$ cat src/rtl/rxdma_pkg.sv
package rxdma_pkg;
  typedef enum logic [1:0] {
    MODE_SILENT   = 2'd0,
    MODE_PERIODIC = 2'd1,
    MODE_TIMEOUT  = 2'd2,
    MODE_SPARE    = 2'd3
  } rx_mode_e;

  localparam logic [2:0] RA_CTRL  = 3'd0;
  localparam logic [2:0] RA_STAT  = 3'd1;
  localparam logic [2:0] RA_SEG   = 3'd2;
  localparam logic [2:0] RA_BASE  = 3'd3;
  localparam logic [2:0] RA_BOUND = 3'd4;
  localparam logic [2:0] RA_PTR   = 3'd5;
  localparam logic [2:0] RA_COUNT = 3'd6;
  localparam logic [2:0] RA_TMO   = 3'd7;
endpackage

$ cat src/rtl/rxdma_fifo.sv
module rxdma_fifo #(
  parameter int W     = 8,
  parameter int DEPTH = 4,
  localparam int IDX_W = $clog2(DEPTH),
  localparam int LVL_W = $clog2(DEPTH + 1)
) (
  input  logic             clk,
  input  logic             rst,
  input  logic             push,
  input  logic [W-1:0]     din,
  input  logic             pop,
  output logic [W-1:0]     dout,
  output logic [LVL_W-1:0] level,
  output logic             empty,
  output logic             full
);
  logic [W-1:0]     store [DEPTH];
  logic [IDX_W-1:0] wr_q, rd_q;
  logic [LVL_W-1:0] lvl_q;

  // storage has no reset so it maps onto plain RAM
  always_ff @(posedge clk) begin
    if (push) store[wr_q] <= din;
  end

  always_ff @(posedge clk) begin
    if (rst) begin
      wr_q  <= '0;
      rd_q  <= '0;
      lvl_q <= '0;
    end else begin
      if (push) wr_q <= wr_q + IDX_W'(1);
      if (pop)  rd_q <= rd_q + IDX_W'(1);
      case ({push, pop})
        2'b10:   lvl_q <= lvl_q + LVL_W'(1);
        2'b01:   lvl_q <= lvl_q - LVL_W'(1);
        default: lvl_q <= lvl_q;
      endcase
    end
  end

  assign dout  = store[rd_q];
  assign level = lvl_q;
  assign empty = (lvl_q == '0);
  assign full  = (lvl_q == LVL_W'(DEPTH));

  assert_no_overflow_R6: assert property (@(posedge clk) disable iff (rst)
    push |-> !full);
  assert_no_underflow_R4: assert property (@(posedge clk) disable iff (rst)
    pop |-> !empty);
  assert_level_up_R4: assert property (@(posedge clk) disable iff (rst)
    (push && !pop) |=> level == $past(level) + LVL_W'(1));
endmodule

$ cat src/rtl/rxdma_evt.sv
module rxdma_evt
  import rxdma_pkg::*;
#(
  parameter int CNT_W = 16,
  parameter int TMO_W = 16
) (
  input  logic             clk,
  input  logic             rst,
  input  logic             run,
  input  rx_mode_e         mode,
  input  logic             acc,
  input  logic             ld_cnt,
  input  logic [CNT_W-1:0] ld_val,
  input  logic [CNT_W-1:0] reload,
  input  logic [TMO_W-1:0] tmo,
  output logic             fire
);
  logic [CNT_W-1:0] work_q;
  logic [TMO_W-1:0] tmr_q;
  logic             armed_q;
  logic [TMO_W:0]   tmr_inc;
  logic             per_on, tmo_on, fire_per, fire_tmo, expired;

  assign per_on   = (mode == MODE_PERIODIC);
  assign tmo_on   = run && (mode == MODE_TIMEOUT);
  assign tmr_inc  = {1'b0, tmr_q} + (TMO_W + 1)'(1);
  assign expired  = (tmr_inc >= {1'b0, tmo});
  assign fire_per = acc && per_on && (work_q <= CNT_W'(1));
  assign fire_tmo = tmo_on && armed_q && !acc && expired;
  assign fire     = fire_per || fire_tmo;

  always_ff @(posedge clk) begin
    if (rst) begin
      work_q <= '0;
    end else if (ld_cnt) begin
      work_q <= ld_val;
    end else if (acc && per_on) begin
      work_q <= (work_q <= CNT_W'(1)) ? reload : work_q - CNT_W'(1);
    end
  end

  always_ff @(posedge clk) begin
    if (rst || !tmo_on) begin
      armed_q <= 1'b0;
      tmr_q   <= '0;
    end else if (acc) begin
      armed_q <= 1'b1;
      tmr_q   <= '0;
    end else if (armed_q) begin
      if (expired) armed_q <= 1'b0;
      else         tmr_q   <= tmr_inc[TMO_W-1:0];
    end
  end

  assert_count_down_R7: assert property (@(posedge clk) disable iff (rst)
    (acc && per_on && !ld_cnt && work_q > CNT_W'(1)) |=> work_q == $past(work_q) - CNT_W'(1));
  assert_one_shot_R8: assert property (@(posedge clk) disable iff (rst)
    (fire && mode == MODE_TIMEOUT) |=> !armed_q);
endmodule

$ cat src/rtl/rxdma_chan.sv
module rxdma_chan
  import rxdma_pkg::*;
#(
  parameter int DATA_W = 8,
  parameter int DEPTH  = 4,
  parameter int PTR_W  = 16,
  parameter int SEG_W  = 8,
  parameter int CNT_W  = 16,
  parameter int TMO_W  = 16,
  parameter int REG_W  = 16,
  parameter int RA_W   = 3,
  localparam int LVL_W = $clog2(DEPTH + 1),
  localparam int MA_W  = SEG_W + PTR_W
) (
  input  logic              clk,
  input  logic              rst,
  input  logic              rx_valid,
  input  logic [DATA_W-1:0] rx_data,
  input  logic              reg_wr,
  input  logic [RA_W-1:0]   reg_addr,
  input  logic [REG_W-1:0]  reg_wdata,
  output logic [REG_W-1:0]  reg_rdata,
  output logic              mem_req,
  input  logic              mem_ready,
  output logic [MA_W-1:0]   mem_addr,
  output logic [DATA_W-1:0] mem_wdata,
  output logic              irq_o
);
  logic             run_q, ien_q, flag_q, ovr_q;
  rx_mode_e         mode_q;
  logic [SEG_W-1:0] seg_q;
  logic [PTR_W-1:0] base_q, bound_q, ptr_q;
  logic [CNT_W-1:0] cnt_q;
  logic [TMO_W-1:0] tmo_q;

  logic             wr_ctrl, wr_stat, wr_seg, wr_base, wr_bound, wr_ptr, wr_cnt, wr_tmo;
  logic             acc, drop, wdone, fire, empty, full, flag_d, ien_d;
  logic [LVL_W-1:0] level;
  logic [REG_W-1:0] rd_v, stat_v;

  assign wr_ctrl  = reg_wr && (reg_addr == RA_CTRL);
  assign wr_stat  = reg_wr && (reg_addr == RA_STAT);
  assign wr_seg   = reg_wr && (reg_addr == RA_SEG);
  assign wr_base  = reg_wr && (reg_addr == RA_BASE);
  assign wr_bound = reg_wr && (reg_addr == RA_BOUND);
  assign wr_ptr   = reg_wr && (reg_addr == RA_PTR);
  assign wr_cnt   = reg_wr && (reg_addr == RA_COUNT);
  assign wr_tmo   = reg_wr && (reg_addr == RA_TMO);

  assign acc     = rx_valid && run_q && !full;
  assign drop    = rx_valid && run_q && full;
  assign mem_req = !empty;
  assign wdone   = mem_req && mem_ready;

  rxdma_fifo #(.W(DATA_W), .DEPTH(DEPTH)) fifo_i (
    .clk(clk), .rst(rst), .push(acc), .din(rx_data), .pop(wdone),
    .dout(mem_wdata), .level(level), .empty(empty), .full(full)
  );

  rxdma_evt #(.CNT_W(CNT_W), .TMO_W(TMO_W)) evt_i (
    .clk(clk), .rst(rst), .run(run_q), .mode(mode_q), .acc(acc),
    .ld_cnt(wr_cnt), .ld_val(reg_wdata[CNT_W-1:0]), .reload(cnt_q),
    .tmo(tmo_q), .fire(fire)
  );

  assign flag_d   = (flag_q && !(wr_stat && reg_wdata[0])) || fire;
  assign ien_d    = wr_ctrl ? reg_wdata[3] : ien_q;
  assign mem_addr = {seg_q, ptr_q};

  always_comb begin
    stat_v = '0;
    stat_v[0] = flag_q;
    stat_v[1] = ovr_q;
    stat_v[LVL_W+1:2] = level;
    case (reg_addr)
      RA_CTRL:  rd_v = REG_W'({ien_q, mode_q, run_q});
      RA_STAT:  rd_v = stat_v;
      RA_SEG:   rd_v = REG_W'(seg_q);
      RA_BASE:  rd_v = REG_W'(base_q);
      RA_BOUND: rd_v = REG_W'(bound_q);
      RA_PTR:   rd_v = REG_W'(ptr_q);
      RA_COUNT: rd_v = REG_W'(cnt_q);
      default:  rd_v = REG_W'(tmo_q);
    endcase
  end

  always_ff @(posedge clk) begin
    if (rst) begin
      run_q <= 1'b0; ien_q <= 1'b0; mode_q <= MODE_SILENT;
      flag_q <= 1'b0; ovr_q <= 1'b0; irq_o <= 1'b0;
      seg_q <= '0; base_q <= '0; bound_q <= '0; ptr_q <= '0;
      cnt_q <= '0; tmo_q <= '0; reg_rdata <= '0;
    end else begin
      reg_rdata <= rd_v;
      flag_q    <= flag_d;
      ien_q     <= ien_d;
      irq_o     <= flag_d && ien_d;
      ovr_q     <= (ovr_q && !(wr_stat && reg_wdata[1])) || drop;
      if (wr_ctrl) begin
        run_q  <= reg_wdata[0];
        mode_q <= rx_mode_e'(reg_wdata[2:1]);
      end
      if (wr_seg)   seg_q   <= reg_wdata[SEG_W-1:0];
      if (wr_base)  base_q  <= reg_wdata[PTR_W-1:0];
      if (wr_bound) bound_q <= reg_wdata[PTR_W-1:0];
      if (wr_cnt)   cnt_q   <= reg_wdata[CNT_W-1:0];
      if (wr_tmo)   tmo_q   <= reg_wdata[TMO_W-1:0];
      if (wr_ptr)     ptr_q <= reg_wdata[PTR_W-1:0];
      else if (wdone) ptr_q <= (ptr_q == bound_q) ? base_q : ptr_q + PTR_W'(1);
    end
  end

  assert_wrap_R5: assert property (@(posedge clk) disable iff (rst)
    (wdone && ptr_q == bound_q && !wr_ptr) |=> ptr_q == $past(base_q));
  assert_silent_R9: assert property (@(posedge clk) disable iff (rst)
    (mode_q == MODE_SILENT && !flag_q) |=> !flag_q);
  assert_irq_gated_R10: assert property (@(posedge clk) disable iff (rst)
    irq_o |-> ien_q);
  assert_idle_R3: assert property (@(posedge clk) disable iff (rst)
    (!run_q && !wdone) |=> level == $past(level));
endmodule

$ cat config.mk
export PLATFORM = sky130hd
export DESIGN_NAME = rxdma_chan
export DESIGN_NICKNAME = d
export VERILOG_FILES = /design/src/rtl/rxdma_pkg.sv /design/src/rtl/rxdma_fifo.sv /design/src/rtl/rxdma_evt.sv /design/src/rtl/rxdma_chan.sv
export SDC_FILE = /design/constraint.sdc
export NUM_CORES = 1
export LEC_CHECK = 0
export ABC_AREA = 1
export BUFFER_PORTS_ARGS = -buffer_cell sky130_fd_sc_hd__buf_4
export CAP_MARGIN = 20
export CORE_MARGIN = 3
export CORE_UTILIZATION = 60
export DETAILED_ROUTE_END_ITERATION = 16
export GPL_TIMING_DRIVEN = 0
export PLACE_DENSITY_LB_ADDON = 0.15
export SLEW_MARGIN = 20
export SYNTH_ARGS = -nofsm -noshare
export SYNTH_HDL_FRONTEND = slang
export SYNTH_SLANG_ARGS = --single-unit
$ cat constraint.sdc
create_clock -name clk -period 2.83 [get_ports clk]
set_input_delay 0 -clock clk [delete_from_list [all_inputs] [get_ports clk]]
set_output_delay 0 -clock clk [all_outputs]
set_load 0.05 [all_outputs]
==> impl_results.md <==
- Area of the mapped netlist: 0.00951 sq mm
- Ys async rst share: 0%
- Largest net degree at the start of global routing: 20
- Detailed Place HPWL: 21.3 mm
- Flops & latches, synth: 185
- Initial antenna violation count: 0
- Worst Path Buf+Inv: 3
- Yosys top cell area share: 32.2%
- ANT nets after route: 0
- IO Pins: 82
- Hold Violations, Final: 0
- Sequential area share after synthesis: 42.3%
- Vias in the first global route: 8,766
- Clock latency on the worst-skew pair: 430 ps
- Routed wire length: 28.7 mm
- Cell count after synthesis: 1,300
- Crit. End Element: flop
- Max Clk Rate: 0.381 GHz
- Clk slew on worst S/H paths: 70 ps
- Yosys warnings: 0
- Ranking of synthesized cells by area: dfxtp_1 32%, edfxtp_1 10%, nand2_1 8.9%
- Die Height: 132 um
- Most frequent cell after synthesis: nand2_1
- Synth Flop Type: dfxtp_1
- Wirelength per Cell: 17.4 um
- Most common cell type on the critical path: nand2_1
- Max-cap violations: 0
- Area delta synth->final: 19.2%
- CTS max path bufs: 2
- Power per cell area: 620 mW/mm^2
- CP Data Required Time: 3200 ps
- Die area: 0.0174 sq mm
- Post-synth top cells: 226 x nand2_1, 191 x inv_1, 153 x dfxtp_1
- Max H-tree Level: 4
- Via count: 9,397
- Slew margin rel.: 44.9%
- Post-Syn Nets: 1,358
- Crit path time final: 2620 ps
- Startpoint Class: flop
- Leak pwr: 4.85 nW
- Status: finished clean
- Row count: 45
- Gr usage total: 32.4%
- Cell Area, Placed: 0.0104 sq mm
- Unique masters post-synth: 46
- Slew Limit Fails: 0
- Share of layout cells above drive strength 1: 12.2%
- DRC viols: 0
- Worst Hold Class: input pin to flop
- Area leader, netlist: dfxtp_1
- Core Footprint: 0.0154 sq mm
- First-pass GRT wire length: 45.6 mm
- Setup TNS: 0 ps
- Layout Nets: 1,485
- Initial Utilization: 61.9%
- Initial DRT Pass Iterations: 6
- Final Cycle Share: 92.7%
- Critical-path cell list: ha_4, nand2_2, nor2_4, nand3_2, buf_4, xor2_1, inv_1, ha_1, nand2_1, nand2_1, o21bai_1, nand2_1, nor2_2, nor2_4, nand3_4, buf_6, nand2_1, nand2_1, nor2_1
- # port buffers: 80
- Die X-Extent: 132 um
- GRT Residual Overflow: 0
- CTS buffer count: 17
- Fin area: 0.0113 sq mm
- DR vias/cell: 5.69
- CP max-delay cell: dfxtp_4
- Final setup fails: 0
- Largest stage delay, worst path: 400 ps
- Clock sinks: 185
- CTS tree: yes
- Max Clock Skew: 8.75 ps
- Root Driver: clkbuf_16
- Gpl congestion: 0.942
- Number of flops mapped to enable cells by yosys: 32
- Worst-margin pin slew: 827 ps
- Avg Inst Size Synth: 7.32 sq um
- CP Class: flop to flop
- Diode count: 0
- Initial DRC count: 1,145
- CP arrival: 2990 ps
- Worst vdd ir: 441 uV
- Maximum fanout along the worst path: 10
- CP top delay family: simple AND/OR/NAND/NOR gates
==> worst min-delay path, cell delays in order <==
cell and delay [ps]:
buf_4 110, nand2_1 110, or4_1 130, a21oi_1 50
==> per-stage QoR <==
| step | power (mW) | std cells | hold WS, ps | util [%] | worst slack [ps] |
|---|---|---|---|---|---|
| 2_1_floorplan | 4.03 | 1300 | 98.9 | - | 351 |
| 3_3_place_gp | 4.47 | 1591 | 201 | 67.5 | -83.0 |
| 3_5_place_dp | 4.50 | 1591 | 205 | 67.5 | -163 |
| 4_1_cts | 6.99 | 1648 | 3.97 | 73.2 | 14.8 |
| 5_1_grt | 7.28 | 1651 | 32.2 | 73.7 | -15.9 |
| 6_report | 7.02 | 1651 | 10.8 | 73.7 | 207 |
==> area by class of cell <==
| type | instances | area [sq um] |
|---|---|---|
| buffer | 50 | 248 |
| fill | 1227 | 4040 |
| multi-input combinational | 865 | 4550 |
| clock buffer | 17 | 425 |
| timing repair buffer | 108 | 873 |
| clock inverter | 15 | 189 |
| sequential | 185 | 4030 |
| inverter | 200 | 751 |
| tap | 211 | 264 |
==> power by group <==
group	internal, mW	switching, mW
Combinational	0.506	1.13
Clock	1.36	1.15
Sequential	2.77	0.113
Total	4.63	2.39
==> cells by family after synthesis <==
logic type               count (synthesis)  share of synthesized area [%]
flip-flops                             185                           42.3
buffers and inverters                  250                           10.4
adder cells (fa/ha/maj)                 26                           3.50
AND/OR/NAND/NOR                        469                           20.9
XOR/XNOR                                39                           3.59
AO/OA/AOI/OAI                          331                           19.2
==> timing repair <==
item | 4_1_cts | 5_1_grt
endpoints found under the setup margin | 18 | 19
buffers inserted | 0 | 3
gates resized for setup | 3 | 15
hold buffers | 25 | 0
hold endpoints to repair | 112 | 0
pin swaps | 0 | 5
==> cell usage in the layout (no fill, tap or decap), types with 4 or more instances in the layout <==
cell type / n
a31oi_1: 8
a221oi_1: 8
a211oi_1: 6
xor2_1: 38
nor3_1: 12
dlygate4sd3_1: 25
clkbuf_1: 28
nand3_1: 76
o22ai_1: 32
nor2_2: 6
buf_2: 14
edfxtp_1: 32
o21ai_0: 118
clkbuf_16: 17
inv_1: 191
nand2_2: 4
ha_1: 24
a21oi_1: 134
o211ai_1: 14
nor2_4: 5
nand4_1: 5
buf_4: 85
nor2_1: 120
inv_2: 8
inv_8: 6
inv_6: 5
dfxtp_1: 150
nand2_1: 226
==> registers in the layout, summed over array words and instances (netlist names), named ones only <==
name,count
fifo_i.store,32
ptr_q,16
tmo_q,16
evt_i.work_q,16
mode_q,2
fifo_i.rd_q,2
irq_o,1
fifo_i.level,3
bound_q,16
evt_i.armed_q,1
base_q,16
ien_q,1
reg_rdata,16
flag_q,1
evt_i.tmr_q,16
seg_q,8
cnt_q,16
run_q,1
fifo_i.wr_q,2
ovr_q,1
==> final timing paths <==
check                              start                     endpoint  slack, ps  cells past startpoint
max reg2reg  evt_i.tmr_q[0]$_SDFFE_PP0P_  evt_i.tmr_q[7]$_SDFFE_PP0P_        210                     19
min reg2reg     bound_q[14]$_SDFFE_PP0P_     bound_q[14]$_SDFFE_PP0P_        480                      2
min                             rx_valid             ovr_q$_SDFF_PP0_         10                      4
max          evt_i.tmr_q[0]$_SDFFE_PP0P_  evt_i.tmr_q[7]$_SDFFE_PP0P_        210                     19
==> per-layer routing <==
metal	track usage (%)	share of wire, %	vias to the layer above
met5	0	0	-
met4	11.3	3.0	0
met3	6.03	9.5	73
met2	53.3	47	471
met1	43.1	41	4326
li1	-	-	4527
No activity file was read; power rests on OpenSTA's default activity.
